===== config.mk =====
export PLATFORM = sky130hd
export DESIGN_NAME = pll_bwctl
export DESIGN_NICKNAME = d
export VERILOG_FILES = /design/src/rtl/pll_bwctl_pkg.sv /design/src/rtl/pll_bwctl_acq.sv /design/src/rtl/pll_bwctl_xdet.sv /design/src/rtl/pll_bwctl.sv
export SDC_FILE = /design/constraint.sdc
export NUM_CORES = 1
export LEC_CHECK = 0
export BUFFER_PORTS_ARGS = -buffer_cell sky130_fd_sc_hd__clkbuf_2
export CORE_MARGIN = 2
export CORE_UTILIZATION = 43
export DETAILED_ROUTE_END_ITERATION = 10
export PLACE_DENSITY_LB_ADDON = 0.2
export SYNTH_ARGS = -nofsm -noshare
export SYNTH_HDL_FRONTEND = slang
export SYNTH_HIERARCHICAL = 1
export SYNTH_SLANG_ARGS = --single-unit

===== constraint.sdc =====
create_clock -name clk -period 1.75 [get_ports clk]
set_input_delay 0.2625 -clock clk [delete_from_list [all_inputs] [get_ports clk]]
set_output_delay 0.2625 -clock clk [all_outputs]
set_load 0.05 [all_outputs]

===== src/rtl/pll_bwctl_pkg.sv =====
package pll_bwctl_pkg;
    typedef enum logic [1:0] {
        DET_IDLE   = 2'd0,
        DET_WINDOW = 2'd1,
        DET_RESULT = 2'd2
    } det_state_t;

    localparam int BIT_AUTO = 7;
    localparam int BIT_LOCK = 6;
    localparam int BIT_ACQ  = 5;
    localparam int BIT_XLD  = 4;
    localparam int RSVD_W   = 4;
endpackage


===== src/rtl/pll_bwctl_acq.sv =====
module pll_bwctl_acq (
    input  logic clk,
    input  logic rst_n,
    input  logic wr,
    input  logic w_auto,
    input  logic w_acq,
    input  logic auto_trk,
    output logic auto_q,
    output logic acq_eff
);
    logic manual_acq;

    always_ff @(posedge clk or negedge rst_n) begin
        if (!rst_n) begin
            auto_q     <= 1'b0;
            manual_acq <= 1'b0;
        end else if (wr) begin
            auto_q <= w_auto;
            if (!auto_q)
                manual_acq <= w_acq;
        end
    end

    always_comb acq_eff = auto_q ? auto_trk : manual_acq;

    AST_ACQ_SAVED: assert property (@(posedge clk) disable iff (!rst_n)
        auto_q |=> $stable(manual_acq));
endmodule


===== src/rtl/pll_bwctl_xdet.sv =====
module pll_bwctl_xdet
    import pll_bwctl_pkg::*;
#(
    parameter int MUL_W = 4
) (
    input  logic             clk,
    input  logic             rst_n,
    input  logic             start,
    input  logic             vco_sel,
    input  logic             ref_clk,
    input  logic [MUL_W-1:0] mul_n,
    output logic             xld_flag
);
    localparam int CNT_W = MUL_W + 2;

    det_state_t       state, nxt;
    logic [CNT_W-1:0] cnt;
    logic [CNT_W-1:0] limit;
    logic             loss;
    logic             ref_meta, ref_sync, ref_prev;
    logic             ref_rise;
    logic             last;

    always_ff @(posedge clk or negedge rst_n) begin
        if (!rst_n) begin
            ref_meta <= 1'b0;
            ref_sync <= 1'b0;
            ref_prev <= 1'b0;
        end else begin
            ref_meta <= ref_clk;
            ref_sync <= ref_meta;
            ref_prev <= ref_sync;
        end
    end

    always_comb begin
        ref_rise = ref_sync & ~ref_prev;
        limit    = {mul_n, 2'b00};
        last     = ({1'b0, cnt} + 1'b1) >= {1'b0, limit};
    end

    always_ff @(posedge clk or negedge rst_n) begin
        if (!rst_n) state <= DET_IDLE;
        else        state <= nxt;
    end

    always_comb begin
        nxt = state;
        if (!vco_sel) begin
            nxt = DET_IDLE;
        end else begin
            unique case (state)
                DET_IDLE:   if (start) nxt = DET_WINDOW;
                DET_WINDOW: if (start) nxt = DET_WINDOW;
                            else if (last) nxt = DET_RESULT;
                DET_RESULT: if (start) nxt = DET_WINDOW;
                default:    nxt = DET_IDLE;
            endcase
        end
    end

    always_ff @(posedge clk or negedge rst_n) begin
        if (!rst_n) begin
            cnt  <= '0;
            loss <= 1'b0;
        end else if (start) begin
            cnt  <= '0;
            loss <= 1'b1;
        end else if (state == DET_WINDOW) begin
            cnt <= cnt + 1'b1;
            if (ref_rise) loss <= 1'b0;
        end
    end

    always_comb xld_flag = (state == DET_RESULT) && loss;

    AST_XLD_GATED: assert property (@(posedge clk) disable iff (!rst_n)
        !vco_sel |=> (state == DET_IDLE));
    AST_WIN_BOUND: assert property (@(posedge clk) disable iff (!rst_n)
        (state == DET_WINDOW) |-> (cnt < limit || limit == '0));
    AST_RESTART: assert property (@(posedge clk) disable iff (!rst_n)
        start |=> (state == DET_WINDOW && cnt == '0));
    AST_RESULT_HELD: assert property (@(posedge clk) disable iff (!rst_n)
        (state == DET_RESULT && !start && vco_sel) |=> (state == DET_RESULT && $stable(loss)));
endmodule


===== src/rtl/pll_bwctl.sv =====
module pll_bwctl
    import pll_bwctl_pkg::*;
#(
    parameter int MUL_W = 4
) (
    input  logic             clk,
    input  logic             rst_n,
    input  logic             sel,
    input  logic             wr_en,
    input  logic [7:0]       wdata,
    output logic [7:0]       rdata,
    input  logic             pll_lock,
    input  logic             auto_trk,
    input  logic             vco_sel,
    input  logic             ref_clk,
    input  logic [MUL_W-1:0] mul_n,
    output logic             acq_trk_out
);
    logic wr;
    logic auto_q;
    logic xld_flag;
    logic start;

    always_comb begin
        wr    = sel & wr_en;
        start = wr & wdata[BIT_XLD] & vco_sel;
    end

    pll_bwctl_acq u_acq (
        .clk      (clk),
        .rst_n    (rst_n),
        .wr       (wr),
        .w_auto   (wdata[BIT_AUTO]),
        .w_acq    (wdata[BIT_ACQ]),
        .auto_trk (auto_trk),
        .auto_q   (auto_q),
        .acq_eff  (acq_trk_out)
    );

    pll_bwctl_xdet #(.MUL_W(MUL_W)) u_xdet (
        .clk      (clk),
        .rst_n    (rst_n),
        .start    (start),
        .vco_sel  (vco_sel),
        .ref_clk  (ref_clk),
        .mul_n    (mul_n),
        .xld_flag (xld_flag)
    );

    always_comb begin
        rdata = '0;
        if (sel) begin
            rdata[BIT_AUTO] = auto_q;
            rdata[BIT_LOCK] = auto_q & pll_lock;
            rdata[BIT_ACQ]  = acq_trk_out;
            rdata[BIT_XLD]  = vco_sel & xld_flag;
        end
    end

    AST_LOCK_MASK: assert property (@(posedge clk) disable iff (!rst_n)
        (sel && !rdata[BIT_AUTO]) |-> !rdata[BIT_LOCK]);
    AST_RSVD_ZERO: assert property (@(posedge clk) disable iff (!rst_n)
        rdata[RSVD_W-1:0] == '0);
    AST_NOSEL_ZERO: assert property (@(posedge clk) disable iff (!rst_n)
        !sel |-> rdata == '0);
endmodule


==> results of run 1 <==
==> layer usage <==
metal  share of wire (%)  vias up  GRT usage (%)  wire [µm]
met4                 1.2        0           4.86         19
met1                  44      336           19.4        724
met5                   0        -              0          0
met3                 3.2        2           2.22         52
li1                    -      358              -          -
met2                  51       14           29.5        840
==> worst min path at each step <==
stage | start | slack, ps | to | depth (start not counted)
3_3_place_gp | rst_n | 190 | u_xdet/cnt[3] | 1
4_1_cts | ref_clk | 70 | u_xdet/ref_meta | 1
2_1_floorplan | rst_n | -30 | u_acq/auto_q | 0
3_5_place_dp | rst_n | 190 | u_xdet/cnt[3] | 1
6_report | ref_clk | 80 | u_xdet/ref_meta | 1
5_1_grt | ref_clk | 70 | u_xdet/ref_meta | 1
==> layout make-up <==
cell class	instances	area share (%)
Multi-Input combinational cell	64	44.6
Sequential cell	14	30.6
Timing Repair Buffer	31	17.1
Clock buffer	4	3.15
Tap cell	27	2.93
Inverter	5	1.63
==> through the flow <==
step / TNS [ps] / cells / area [µm²] / setup slack [ps]
floorplan: -5.88 / 88 / 887 / -5.88
global placement: -66.2 / 137 / 1040 / -66.2
detailed placement: -122 / 137 / 1040 / -96.7
CTS: -65.9 / 144 / 1120 / -65.9
global route: -136 / 145 / 1150 / -125
finish: -58.2 / 145 / 1150 / -58.2
==> flip-flops by register name (all words and copies together) (netlist names) <==
signal	flops
u_xdet/loss	1
u_acq/manual_acq	1
u_acq/auto_q	1
u_xdet/ref_meta	1
u_xdet/cnt	6
u_xdet/ref_prev	1
u_xdet/ref_sync	1
u_xdet/state	2
==> report_power, final <==
part | total [mW] | switching [mW] | internal (mW)
registers | 0.431 | 0.0564 | 0.375
clock network | 0.240 | 0.113 | 0.127
logic | 0.388 | 0.188 | 0.199
total | 1.06 | 0.358 | 0.701
==> kinds of logic (layout without fill, tap and decap cells) <==
| family | Yosys count | after routing |
|---|---|---|
| AO/OA/AOI/OAI | 16 | 16 |
| flip-flops | 14 | 14 |
| XOR/XNOR | 6 | 6 |
| AND/OR/NAND/NOR | 30 | 30 |
| adder cells (fa/ha/maj) | 5 | 5 |
| other | 1 | 4 |
| buffers and inverters | 10 | 40 |
| multiplexers | 3 | 3 |
==> Yosys cell counts, drive strengths merged <==
| cell | n |
|---|---|
| or4 | 1 |
| nand2 | 5 |
| dfrtp | 14 |
| nor2b | 5 |
| ha | 5 |
| xor2 | 2 |
| conb | 1 |
| o22ai | 1 |
| clkbuf | 1 |
| and4 | 1 |
| inv | 5 |
| o31ai | 2 |
| xnor2 | 4 |
| nand3 | 3 |
| o211ai | 1 |
| and2 | 4 |
| o41a | 1 |
| buf | 4 |
| o21ai | 4 |
| nand3b | 1 |
| nor2 | 4 |
| nand2b | 2 |
| a21boi | 1 |
| and3 | 2 |
| or3 | 2 |
| o211a | 1 |
| mux2 | 3 |
| a21oi | 5 |
==> repair_timing <==
action                                 4_1_cts  5_1_grt
cloned                                       0        0
endpoints found under the hold margin       14        0
hold buffers                                 1        0
setup endpoints to repair                    3        4
setup buffers                                2        1
resized for setup                            4        9
pin swaps                                    5        5
==> flow_summary.toml, run 1 <==
[placement]
gp_congestion = 0.713
post-dp-hpwl_mm = 1.20
portBuffers = 19

[cts]
cts_tree = "built"
htreeDepth = 1
cts_root_buf = "clkbuf_4"
clk_latency_ps = 280
path_clk_slew_ps = 90
numCtsBuffers = 3
cts_buffer_depth = 2
cts.sink_count = 14

[synthesis]
seq_area_frac_synth_pct = 41.5
synth-simple-area-share_pct = 21.5
synthAdderAreaFrac_pct = 7.42
synthCells = 85
netlist_area_um2 = 843
muxShareOfSynthArea_pct = 4.45
synthXorXnorAreaFrac_pct = 6.23
yosys.area.top_type = "dfrtp_1"
synth.distinct_cells = 33
synth-seq-cells = 14
synth_compound_area_share_pct = 12.2
synth_warnings = 6
synth_area_leaders = "dfrtp_1, ha_1, xnor2_1"
synth_area_per_cell_um2 = 9.92
yosysTopAreaCellShare_pct = 41.5
synth_top_family_by_area = "simple AND/OR/NAND/NOR gates"

[timing]
finalClockSkew_ps = 2.70
fin_crit_ps = 1810
layout_setup_ws_ps = -58.2
hold_ws_ps = 81.5
hold_viol = 0
fmax_mhz = 553
rsz0062_at_grt = "yes"
min_period_over_period_pct = 103
slew_violations = 0
finalSetupViolCount = 1

[global_route]
grt-ovfl-total = 0
antenna_found_initial = 0
grt_pass1_vias = 615
grt_pass1_wl_mm = 2.55
grt_use_total_pct = 16.1
grt_max_degree = 15

[floorplanning]
placementRows = 16
coreArea_um2 = 1900
die_height_um = 48.3
die_area_um2 = 2330
pin_count = 29
start_util_pct = 44.3
die_width_um = 48.3

[setup_path]
critPathBufInv = 0
crit_arrival_ps = 1980
rr_worst_depth = 7
crit_start = "u_xdet/cnt[0]"
crit_chain = "ha_4 > nand3_4 > xnor2_2 > ha_1 > a21oi_2 > o22ai_2 > o41a_1"
r2r_slack_ps = -60
crit_type = "reg2reg"
r2r_start = "u_xdet/cnt[0]"
critical_path.endpoint_type = "flip-flop"
path_depth = 7
reg2reg_to = "u_xdet/state[1]"
worstSetupEndpoint = "u_xdet/state[1]"
cpLargestDelayFamily = "compound AO/OA/AOI/OAI gates"
required_ps = 1920
crit_fanout = 3
critPathMaxStageDelay_ps = 430
crit_path_start_kind = "flip-flop"
slowest_stage = "dfrtp_1"

[cells_and_area]
final_core_util_pct = 60.7
final_common_cell = "clkbuf_2"
nNetsFinal = 144
multi_input_area_um2 = 514
antennaDiodeCount = 0
seq_area_um2 = 353
final_cell_mix = "clkbuf_2, dfrtp_1, buf_4, inv_1, nand2_1"
drive_gt1_share_pct = 46.6
synthToLayoutAreaGrowth_pct = 36.8
nFillCells = 193

[drt]
dr.pass1.iters = 4
wl_mm = 1.64
routed_via_density = 4.90
ant_nets = 0
vias = 710
route.detailed.drc = 0
first_iter_violations = 2
wl_per_cell_um = 11.3

[power_and_ir_drop]
power.density_nw_per_um2 = 918
total_power_mw = 1.06
p_leak_nw = 0.566
peakVddDrop_v = 0.000653

[worst_hold_path]
hp-class = "in2reg"

[job]
cap_violations = 0

[status]
violations = "setup timing"
status = "finished with violations"
No activity file was read; power rests on OpenSTA's default activity.
==> run 2, diff against run 1 <==
- CORE_UTILIZATION: 43 -> 52
- clock period: 1.75 -> 2.1 ns (I/O delays scaled with it)
==> run 2 against run 1 <==
Effect of this change:
- the run now ends clean
- sequential cell count stayed put
- cell count is 14% lower
- sequential power is 15% lower
- utilization is 6.5 points higher
- clock power is 23% lower
- total power is 26% lower
- critical endpoint unchanged
- critical path type unchanged
- clock-buffer cell count stayed put
- largest power group unchanged
==> flow_summary.toml, run 2 (same netlist as run 1, synthesis figures left out) <==
[setup_path]
critPathBufInv = 0
critPathMaxStageDelay_ps = 430
required_ps = 2250
crit_fanout = 4
crit_arrival_ps = 2080
crit_type = "reg2reg"
cpLargestDelayFamily = "compound AO/OA/AOI/OAI gates"
crit_chain = "ha_4 > nand3_1 > xnor2_1 > ha_1 > a21oi_1 > o22ai_1 > o41a_1"
slowest_stage = "dfrtp_1"
path_depth = 7
crit_path_start_kind = "flip-flop"
rr_worst_depth = 7
critical_path.endpoint_type = "flip-flop"

[drt]
wl_per_cell_um = 11.7
ant_nets = 0
wl_mm = 1.47
dr.pass1.iters = 4
first_iter_violations = 11
routed_via_density = 5.21
vias = 651
route.detailed.drc = 0

[timing]
layout_setup_ws_ps = 167
setup_tns_ps = 0
fin_crit_ps = 1930
slew_violations = 0
min_period_over_period_pct = 92.0
fmax_mhz = 517
finalClockSkew_ps = 5.33
finalSetupViolCount = 0
hold_viol = 0

[cts]
htreeDepth = 1
cts.sink_count = 14
clk_latency_ps = 270
cts_root_buf = "clkbuf_4"
cts_tree = "built"
cts_buffer_depth = 2
numCtsBuffers = 3
path_clk_slew_ps = 80

[cells_and_area]
fin_area_um2 = 1010
largest_reg_flops = 6
final_cell_mix = "clkbuf_2, dfrtp_1, inv_1, nand2_1, a21oi_1"
synthToLayoutAreaGrowth_pct = 19.9
drive_gt1_share_pct = 34.9
final_common_cell = "clkbuf_2"
final_core_util_pct = 67.1
nNetsFinal = 135
top_register = "u_xdet/cnt"
antennaDiodeCount = 0
top_regs = "u_xdet/cnt x6, u_xdet/state x2"
nFillCells = 118

[power_and_ir_drop]
peakVddDrop_v = 0.000482
power.density_nw_per_um2 = 775
p_leak_nw = 0.499
total_power_uw = 784

[floorplanning]
placementRows = 14
pin_count = 29
start_util_pct = 56.0
die_height_um = 44.3
coreArea_um2 = 1510
die_area_um2 = 1960
die_width_um = 44.3

[worst_hold_path]
hold_depth = 1
hp-class = "in2reg"

[global_route]
grt_max_degree = 15
grt_pass1_vias = 611
grt_use_total_pct = 18.0
antenna_found_initial = 0
grt-ovfl-total = 0
grt_pass1_wl_mm = 2.59

[job]
cap_violations = 0

[placement]
post-dp-hpwl_mm = 1.16
gp_congestion = 0.765
postPlaceCellArea_um2 = 943
portBuffers = 19
pre_cts_ws_ps = 74.9

[status]
status = "complete, no violations"
[run 2: changes by cell type in the layout (fill, tap and decap cells not counted), moves of 2 or more]
cell and change:
buf_6 -2, buf_4 -7, xnor2_1 +2, xnor2_2 -2, nand3_4 -2, clkbuf_2 +2
[run 2: layout make-up]
| cell class | instances | area [µm²] | area share (%) |
|---|---|---|---|
| Multi-Input combinational cell | 64 | 464 | 45.9 |
| Sequential cell | 14 | 352 | 34.8 |
| Timing Repair Buffer | 22 | 120 | 11.9 |
| Clock buffer | 4 | 36.3 | 3.59 |
| Tap cell | 16 | 20.0 | 1.98 |
| Inverter | 5 | 18.8 | 1.86 |
[run 2: timing repair]
action,in CTS,in global routing
setup endpoints to repair,0,1
buffers inserted,0,1
gates resized for setup,0,3
hold buffers,1,0
endpoints found under the hold margin,14,0
[run 2: final timing paths]
path,startpoint,to,slack [ps]
worst max-delay path,u_xdet/cnt[1],u_xdet/state[1],170
worst min-delay path,ref_clk,u_xdet/ref_meta,150
worst max register to register,u_xdet/cnt[1],u_xdet/state[1],170
worst min register to register,u_xdet/ref_meta,u_xdet/ref_sync,360
max in group asynchronous,rst_n,u_xdet/cnt[0],1360
min in group asynchronous,rst_n,u_xdet/state[1],470
[run 2: per-stage QoR]
stage	hold slack, ps	cells
5_1_grt	132	125
3_3_place_gp	227	119
2_1_floorplan	19.4	88
3_5_place_dp	233	119
4_1_cts	141	124
6_report	153	125
[run 2: metal layers]
| layer | global-route usage (%) | vias up | part of all wire [%] |
|---|---|---|---|
| met2 | 28.8 | 21 | 44 |
| met5 | 0 | - | 0 |
| met1 | 24.8 | 292 | 50 |
| met3 | 1.22 | 2 | 5.1 |
| li1 | - | 336 | - |
| met4 | 9.09 | 0 | 1.0 |
[run 2: report_power, final]
group          internal [mW]  switching, mW  leakage (nW)
Sequential             0.313         0.0525         0.175
Combinational          0.108          0.125         0.303
Clock                  0.105         0.0800        0.0210
[run 2: worst register-to-register path, cell delays in order, from the launching register on]
cell	delay (ps)
dfrtp_1	430
ha_4	180
nand3_1	110
xnor2_1	160
ha_1	300
a21oi_1	140
o22ai_1	110
o41a_1	390
